--- src/rtl/lp_req_detect.sv ---
module lp_req_detect #(
  parameter int STABLE_CYC = 4
) (
  input  logic       clk,
  input  logic       rst_n,
  input  logic [1:0] line_st,
  output logic       esc_req,
  output logic       hs_req,
  output logic       turn_req,
  output logic       stop_state,
  output logic       seq_err
);

  localparam int CW = $clog2(STABLE_CYC + 1);
  localparam logic [CW-1:0] CMAX = CW'(STABLE_CYC);
  localparam logic [1:0] LP00 = 2'b00, LP01 = 2'b01, LP10 = 2'b10, LP11 = 2'b11;

  typedef enum logic [2:0] {
    WAIT11, STOP, E1, E2, ESC3, TA3, HS1, BUSY
  } st_t;

  st_t st, st_nx;
  logic [1:0] cand, acc;
  logic [CW-1:0] cnt, cnt_nx;
  logic same, step;
  logic esc_nx, hs_nx, turn_nx, err_nx;

  assign same   = (line_st == cand);
  assign cnt_nx = !same ? CW'(1) : (cnt == CMAX) ? cnt : cnt + CW'(1);
  assign step   = (cnt_nx == CMAX) && !(same && cnt == CMAX) && (line_st != acc);

  always_ff @(posedge clk) begin
    if (!rst_n) begin
      cand <= LP00;
      acc  <= LP00;
      cnt  <= '0;
    end else begin
      cand <= line_st;
      cnt  <= cnt_nx;
      if (step) acc <= line_st;
    end
  end

  always_comb begin
    st_nx   = st;
    esc_nx  = 1'b0;
    hs_nx   = 1'b0;
    turn_nx = 1'b0;
    err_nx  = 1'b0;
    if (step) begin
      unique case (st)
        WAIT11, BUSY: if (line_st == LP11) st_nx = STOP;
        STOP: begin
          if (line_st == LP10)      st_nx = E1;
          else if (line_st == LP01) st_nx = HS1;
          else begin st_nx = WAIT11; err_nx = 1'b1; end
        end
        E1: begin
          if (line_st == LP00) st_nx = E2;
          else begin st_nx = (line_st == LP11) ? STOP : WAIT11; err_nx = 1'b1; end
        end
        E2: begin
          if (line_st == LP01)      st_nx = ESC3;
          else if (line_st == LP10) st_nx = TA3;
          else begin st_nx = STOP; err_nx = 1'b1; end
        end
        ESC3: begin
          if (line_st == LP00) begin st_nx = BUSY; esc_nx = 1'b1; end
          else begin st_nx = (line_st == LP11) ? STOP : WAIT11; err_nx = 1'b1; end
        end
        TA3: begin
          if (line_st == LP00) begin st_nx = BUSY; turn_nx = 1'b1; end
          else begin st_nx = (line_st == LP11) ? STOP : WAIT11; err_nx = 1'b1; end
        end
        HS1: begin
          if (line_st == LP00) begin st_nx = BUSY; hs_nx = 1'b1; end
          else begin st_nx = (line_st == LP11) ? STOP : WAIT11; err_nx = 1'b1; end
        end
        default: st_nx = WAIT11;
      endcase
    end
  end

  always_ff @(posedge clk) begin
    if (!rst_n) begin
      st       <= WAIT11;
      esc_req  <= 1'b0;
      hs_req   <= 1'b0;
      turn_req <= 1'b0;
      seq_err  <= 1'b0;
    end else begin
      st       <= st_nx;
      esc_req  <= esc_nx;
      hs_req   <= hs_nx;
      turn_req <= turn_nx;
      seq_err  <= err_nx;
    end
  end

  assign stop_state = (st == STOP);

endmodule

--- config.mk ---
export PLATFORM = sky130hd
export DESIGN_NAME = lp_req_detect
export DESIGN_NICKNAME = d
export VERILOG_FILES = /design/src/rtl/lp_req_detect.sv
export SDC_FILE = /design/constraint.sdc
export NUM_CORES = 1
export LEC_CHECK = 0
export BUFFER_PORTS_ARGS = -buffer_cell sky130_fd_sc_hd__clkbuf_2
export CORE_MARGIN = 8
export CORE_UTILIZATION = 40
export DETAILED_ROUTE_END_ITERATION = 8
export SLEW_MARGIN = 25
export SYNTH_ARGS = -nofsm -noshare
export SYNTH_HDL_FRONTEND = slang
export SYNTH_SLANG_ARGS = --single-unit
--- constraint.sdc ---
create_clock -name clk -period 4.85 [get_ports clk]
set_input_delay 0.2425 -clock clk [delete_from_list [all_inputs] [get_ports clk]]
set_output_delay 0.2425 -clock clk [all_outputs]
set_load 0.1 [all_outputs]
==> impl_metrics.toml, run 1 <==
[outcome]
status = "completed"

[global_routing]
grt_pass1_wl_mm = 2.42
overflow = 0
antenna_found_initial = 0
grt_max_degree = 13
grtUsageTotal = 0.0871
grt_pass1_vias = 562

[sta]
period_share = 0.371
slew_violations = 0
max_freq_mhz = 555
finalHoldViolCount = 0
period_needed_ns = 1.80
tightest_slew_ns = 0.543
skew_ns = 0.00267
setup_viol = 0
rsz0062_at_grt = "false"
fin_tns_setup_ns = 0
max-slew-margin-rel = 0.639

[drt]
dr_total_vias = 624
drtIter0Drc = 14
wl_mm = 1.44
ant_nets = 0
viasPerCell = 5.11
dr.pass1.iters = 4
routedWlPerCell_um = 11.8
drc = 0

[synthesis]
ys_seq_elements = 14
yosys.area_share.xor_xnor = 0.0440
synth_top_area_share = 0.352
synthMuxAreaShare = 0.0126
synth-simple-area-share = 0.244
netlist_area_um2 = 796
synth_flop_cell = "dfxtp_1"
synth.most_common_cell = "dfxtp_1"
syn_area_per_cell_um2 = 9.25
synth_common_cells = "14 x dfxtp_1, 7 x nor2_1, 6 x ha_1, 6 x inv_1, 5 x a21oi_1"
async_flop_share = 0
yosys_warnings = 0
synth_edf_count = 0
synth_top_family_by_area = "simple AND/OR/NAND/NOR gates"
synth_fa_ha_area_frac = 0.0943
synth_top_area_cell = "dfxtp_1"
synth-compound-area-share = 0.200
synth_cells = 86
ys_types = 39
ys_seq_area_frac = 0.352
syn_nets = 96
synthTopCellsByArea = "dfxtp_1 35%, ha_1 9.4%, nor2_1 3.3%"

[critical_path]
crit_start = "st[0]"
cp-end-kind = "primary output"
crit_required_ns = 4.61
worstSetupPathType = "flop to primary output"
worst_r2r_startpoint = "cnt[0]"
worst-endpoint-arrival_ns = 1.56
crit_fanout = 11
startpoint_type = "flop"

[placement]
place_area_um2 = 850
dp_hpwl_mm = 1.15
gp_congestion = 0.757
io_buffers = 8

[clock_network]
path_clk_slew_ns = 0.08
cts_root_buf = "clkbuf_4"
hold_buffers = 0
cts_tree = "built"
cts_setup_buffers = 0
clock_tree.htree_level_count = 1
clk_latency_ns = 0.28
clockBufferDepth = 2
cts_resized = 0
cts_buffers = 3
cts_sinks = 14

[finish]
syn_to_final_growth_pct = 11.3
fin_area_um2 = 886
num_antenna_cells = 0
drive_gt1_frac = 0.211
num-nets-final = 106

[die]
ios = 9
die-area_um2 = 3670
core_area_um2 = 1920
rows = 16
die_h_um = 60.6
initial_utilization = 0.414
die_width_um = 60.6

[min_path]
hold_class = "input pin to flop"
min_from = "line_st[1]"

[power_and_ir_drop]
leakagePower_nw = 0.355
power_density_nw_per_um2 = 252
vdd_drop_max_mv = 0.107

[job]
max_cap_viol_count = 0
==> sequential cells by signal (all words and copies together) (netlist names) <==
signal,count
cnt,3
st,3
acc,2
hs_req,1
seq_err,1
cand,2
esc_req,1
turn_req,1
==> cell type report <==
class / count / area [µm²]
Fill cell: 198 / 1040
Multi-Input combinational cell: 63 / 473
Sequential cell: 14 / 280
Timing Repair Buffer: 8 / 40.0
Clock buffer: 4 / 36.3
Tap cell: 27 / 33.8
Inverter: 6 / 22.5
==> placed cells by master, fill, tap and decap left out, types with 2 or more instances in the layout <==
cell type	count
dfxtp_1	14
clkbuf_2	8
nor2_1	7
inv_1	6
ha_1	6
a21oi_1	5
nand2_1	4
nand3_1	3
o21ai_0	3
o22ai_1	3
clkbuf_4	3
xnor2_1	2
xor2_1	2
and2_1	2
and3_1	2
nor4_1	2
==> metrics by stage <==
step	cells	power, mW	hold WS [ns]	utilization	worst slack, ns
6_report	122	0.223	0.276	0.461	3.05
5_1_grt	122	0.233	0.275	0.461	2.99
4_1_cts	122	0.226	0.270	0.461	3.03
3_5_place_dp	118	0.144	0.481	0.442	3.16
3_3_place_gp	118	0.143	0.481	0.442	3.23
2_1_floorplan	86	0.136	0.383	-	2.64
==> power by group <==
group          internal (mW)  total, mW  switching [mW]
clock network         0.0457     0.0824          0.0367
logic                0.00875     0.0228          0.0140
registers              0.117      0.118         0.00115
==> kinds of logic after synthesis <==
| kind of cell | after synthesis |
|---|---|
| buffers and inverters | 9 |
| XOR/XNOR | 4 |
| multiplexers | 1 |
| AND/OR/NAND/NOR | 31 |
| adder cells (fa/ha/maj) | 6 |
| flip-flops | 14 |
| AO/OA/AOI/OAI | 21 |
==> final timing paths <==
kind	endpoint	slack (ns)	cells after the start
hold reg to reg	acc[1]	0.49	2
setup / recovery	stop_state	3.05	3
setup reg to reg	st[0]	3.16	6
hold / removal	acc[1]	0.28	3
==> per-layer routing <==
layer  vias up  wire length (µm)  track usage  share of wire
li1        330                 -            -              -
met1       285               644        0.100           0.45
met2         5               738        0.140           0.51
met3         4                10      0.00636         0.0070
met4         0                42       0.0797          0.029
met5         -                 0            0              0
==> critical path: stages, from the launching register on <==
cell,delay [ns]
dfxtp_1,0.52
nand2b_1,0.18
nor2_1,0.11
clkbuf_2,0.46
(Power assumes the default switching activity.)
==> run 2: changes to the inputs <==
==> constraint.sdc (replaced) <==
create_clock -name clk -period 1.5 [get_ports clk]
set_input_delay 0.075 -clock clk [delete_from_list [all_inputs] [get_ports clk]]
set_output_delay 0.075 -clock clk [all_outputs]
set_load 0.1 [all_outputs]
==> run 2 against run 1 <==
  * Core utilization grew 10 points
  * Flip-flop and latch count is the same
  * Critical path depth grew 4
  * Sequential share of layout area shrank 5.4 points
  * Non-clock buffer count grew 12
  * Register-to-register slack lost 3.2 ns
  * Sequential power grew to 3.2 times the previous value
  * Largest power group unchanged
  * Cell count grew 9.8%
==> impl_metrics.toml, run 2 (synthesis gave the netlist of run 1 again) <==
[drt]
drc = 0
wl_mm = 1.71
dr.pass1.iters = 4
viasPerCell = 5.18
drtIter0Drc = 10
ant_nets = 0
routedWlPerCell_um = 12.8
dr_total_vias = 694

[sta]
finalHoldViolCount = 0
skew_ns = 0.00295
slew_violations = 0
fin_tns_setup_ns = 0
tightest_slew_ns = 0.542
period_needed_ns = 1.49
setup_viol = 0
max_freq_mhz = 670
period_share = 0.996
hold_slack_ns = 0.118
max-slew-margin-rel = 0.640
rsz0062_at_grt = "true"

[power_and_ir_drop]
p_seq_frac = 0.497
pwr-share-comb = 0.148
leakagePower_nw = 0.456
p_sw_mw = 0.192
power_density_nw_per_um2 = 710
p_int_mw = 0.579
netSwitchingFraction = 0.249
vdd_drop_max_mv = 0.355
p_clk_frac = 0.355
finalPower_mw = 0.771

[die]
die_width_um = 60.6
ios = 9
initial_utilization = 0.414
die_h_um = 60.6
rows = 16
die-area_um2 = 3670
core_area_um2 = 1920

[finish]
syn_to_final_growth_pct = 36.5
mostFrequentLayoutCells = "12 x buf_4, 10 x dfxtp_1, 7 x clkbuf_2"
drive_gt1_frac = 0.458
num_antenna_cells = 0
final_common_cell = "buf_4"
num-nets-final = 118
top_regs = "cnt (3), st (3)"
fillers = 176
multi_input_area_um2 = 563
seqCellArea_um2 = 285

[clock_network]
hold_buffers = 0
cts_sinks = 14
path_clk_slew_ns = 0.09
clock_tree.htree_level_count = 1
cts_buffers = 3
cts_tree = "built"
cts_root_buf = "clkbuf_4"
clk_latency_ns = 0.28
clockBufferDepth = 2

[global_routing]
grt_pass1_wl_mm = 3.02
antenna_found_initial = 0
grtUsageTotal = 0.106
grt_max_degree = 9
grt_pass1_vias = 686
overflow = 0

[placement]
gp_congestion = 0.861
io_buffers = 8
dp_hpwl_mm = 1.32

[critical_path]
worstSetupPathType = "flop to flop"
worst_r2r_path_depth = 7
worst-endpoint-arrival_ns = 1.67
crit_required_ns = 1.67
reg2reg_slack_ns = 0.007
crit_fanout = 3
cp-end-kind = "flop"
startpoint_type = "flop"

[min_path]
hold_class = "input pin to flop"
hold_depth = 3

[outcome]
status = "completed"

[job]
max_cap_viol_count = 0
## run 2: timing repair
action	CTS	global route
endpoints found under the hold margin	0	0
gates resized for setup	12	9
pin swaps	4	7
endpoints found under the setup margin	9	10
setup buffers	1	1
## run 2: power by group through the flow
stage / clock network [mW] / registers [mW] / logic, mW
finish: 0.273 / 0.383 / 0.114
global route: 0.287 / 0.384 / 0.129
CTS: 0.278 / 0.383 / 0.102
detailed placement: 0 / 0.390 / 0.0866
global placement: 0 / 0.390 / 0.0847
floorplan: 0 / 0.390 / 0.0540
## run 2: final timing paths
check             endpoint  startpoint
hold reg to reg     acc[0]      acc[0]
hold / removal      acc[1]  line_st[1]
setup reg to reg     st[0]      cnt[0]
setup / recovery     st[0]      cnt[0]
## run 2: per-stage QoR
step                 util  std cells  area, µm²  setup WS (ns)
finish              0.565        134       1090        0.00658
global route        0.565        134       1090        -0.0747
CTS                 0.548        133       1050         0.0208
detailed placement  0.499        128        960         -0.116
global placement    0.499        128        960        -0.0672
floorplan               -         86        816        0.00190
## run 2: critical path, stage by stage, from the launching register on
cell	delay (ns)
dfxtp_2	0.36
inv_2	0.05
ha_4	0.16
and3b_1	0.19
o211ai_1	0.19
buf_4	0.16
nor3_4	0.04
o221a_1	0.25
## run 2: metal layers
metal	track usage	up-vias	share of wire
met5	0	-	0
met4	0.0498	0	0.016
met3	0.0127	4	0.012
met2	0.196	7	0.53
met1	0.116	331	0.44
li1	-	352	-
## run 2: final cells by class
cell class	count	area share
Clock buffer	4	0.0334
Inverter	6	0.0207
Tap cell	27	0.0311
Sequential cell	14	0.263
Timing Repair Buffer	20	0.134
Multi-Input combinational cell	63	0.518
==> run 3: changes to the inputs <==
--- a/config.mk
+++ b/config.mk
@@ -9,6 +9,8 @@
 export CORE_MARGIN = 8
 export CORE_UTILIZATION = 40
 export DETAILED_ROUTE_END_ITERATION = 8
+export PLACE_DENSITY = 0.57
+export SETUP_SLACK_MARGIN = 0.3
 export SLEW_MARGIN = 25
 export SYNTH_ARGS = -nofsm -noshare
 export SYNTH_HDL_FRONTEND = slang
==> run 3 against run 2 <==
  * Cell count fell by 3.0%
  * Critical endpoint unchanged
  * First-iteration DRC count fell by 40%
  * Register-to-register slack barely moved
  * Clock skew fell by 0.0010 ns
  * Sequential share of layout area rose by 0.80 points
  * Clock power rose by 1%
  * Critical path depth fell by 1
  * Die area did not move
==> impl_metrics.toml, run 3 (synthesis gave the netlist of run 1 again) <==
[global_routing]
antenna_found_initial = 0
grtUsageTotal = 0.0976
overflow = 0
grt_max_degree = 9
grt_pass1_wl_mm = 2.66
grt_pass1_vias = 627

[die]
rows = 16
die-area_um2 = 3670
die_width_um = 60.6
core_area_um2 = 1920
initial_utilization = 0.414
ios = 9
die_h_um = 60.6

[finish]
fillers = 189
num_antenna_cells = 0
drive_gt1_frac = 0.427
fin_area_um2 = 1060
top_regs = "cnt (3), st (3)"
mostFrequentLayoutCells = "11 x dfxtp_1, 8 x buf_4, 7 x clkbuf_2"
syn_to_final_growth_pct = 33.0
final_util = 0.551
num-nets-final = 114
final_common_cell = "dfxtp_1"

[drt]
ant_nets = 0
viasPerCell = 5.25
drc = 0
drtIter0Drc = 6
routedWlPerCell_um = 13.2
dr.pass1.iters = 4
dr_total_vias = 683
wl_mm = 1.71

[power_and_ir_drop]
finalPower_mw = 0.760
vdd_drop_max_mv = 0.348
power_density_nw_per_um2 = 718
leakagePower_nw = 0.427

[clock_network]
cts_tree = "built"
cts_root_buf = "clkbuf_4"
hold_buffers = 0
cts_sinks = 14
clk_latency_ns = 0.28
clock_tree.htree_level_count = 1
cts_buffers = 3
clockBufferDepth = 2
path_clk_slew_ns = 0.09

[sta]
hold_slack_ns = 0.108
tightest_slew_ns = 0.542
max_freq_mhz = 668
setup_viol = 0
finalHoldViolCount = 0
rsz0062_at_grt = "true"
skew_ns = 0.00192
period_share = 0.997
period_needed_ns = 1.50
max-slew-margin-rel = 0.641
slew_violations = 0

[critical_path]
worstSetupPathType = "flop to flop"
cp-end-kind = "flop"
startpoint_type = "flop"
path_buf_inv = 1
crit_required_ns = 1.68
crit_fanout = 4
critPathTopFamily = "compound AO/OA/AOI/OAI gates"
cpPeakStageDelay_ns = 0.36
slowest_stage = "dfxtp_2"
critical_path.cell_chain = "inv_2 > ha_4 > and3b_1 > o211ai_1 > nor3_2 > o221a_1"
worst-endpoint-arrival_ns = 1.68

[placement]
io_buffers = 8
place_area_um2 = 951
dp_hpwl_mm = 1.25
gp_congestion = 0.797

[outcome]
status = "completed"

[min_path]
hold_class = "input pin to flop"

[job]
max_cap_viol_count = 0
## run 3: changes by cell type in the layout (fill, tap and decap cells not counted)
| cell | before | now |
|---|---|---|
| dfxtp_4 | 0 | 1 |
| o21ai_1 | 0 | 1 |
| dfxtp_2 | 4 | 2 |
| dfxtp_1 | 10 | 11 |
| nor3_4 | 1 | 0 |
| o21ai_2 | 2 | 1 |
| buf_4 | 12 | 8 |
| a21oi_1 | 4 | 3 |
| a21oi_2 | 1 | 2 |
| nand3_4 | 0 | 1 |
| nand3_2 | 1 | 0 |
| nor3_2 | 0 | 1 |
## run 3: per-layer routing
layer | vias up | GRT usage | wire length [µm]
met4 | 0 | 0.0831 | 44
li1 | 347 | - | -
met1 | 324 | 0.108 | 730
met3 | 4 | 0.0106 | 28
met5 | - | 0 | 0
met2 | 8 | 0.163 | 906
## run 3: per-stage QoR
step / setup slack (ns) / instances / TNS [ns]
CTS: 0.0398 / 130 / 0
floorplan: 0.128 / 86 / 0
global placement: 0.0589 / 123 / 0
global route: -0.0731 / 130 / -0.309
detailed placement: 0.0214 / 123 / 0
finish: 0.00376 / 130 / 0
## run 3: worst min-delay path: cells and delay by family
family / cells / cell delay (ns)
buf+inv: 1 / 0.13
simple gates: 1 / 0.09
compound gates: 1 / 0.05
## run 3: area by class of cell
class / count / area [µm²] / area share
inverter: 6 / 22.5 / 0.0213
clock buffer: 4 / 36.3 / 0.0343
timing repair buffer: 16 / 115 / 0.109
multi-input combinational: 63 / 564 / 0.533
sequential: 14 / 287 / 0.271
tap: 27 / 33.8 / 0.0319
## run 3: power by group
| group | internal (mW) | switching (mW) |
|---|---|---|
| Sequential | 0.377 | 0.00461 |
| Combinational | 0.0437 | 0.0583 |
| Clock | 0.148 | 0.129 |
| Total | 0.568 | 0.192 |
## run 3: path summary, 6_finish.rpt
path              start      to  slack, ns  cells past startpoint
max              cnt[0]   st[0]      0.004                      6
min          line_st[1]  acc[1]       0.11                      3
max reg2reg      cnt[0]   st[0]      0.004                      6
min reg2reg      acc[0]  acc[0]       0.50                      2
## run 3: repair_timing
action	CTS	global route
gates resized for setup	5	7
setup endpoints to repair	11	11
buffers inserted	3	0
gates cloned	0	0
pin swaps	4	6
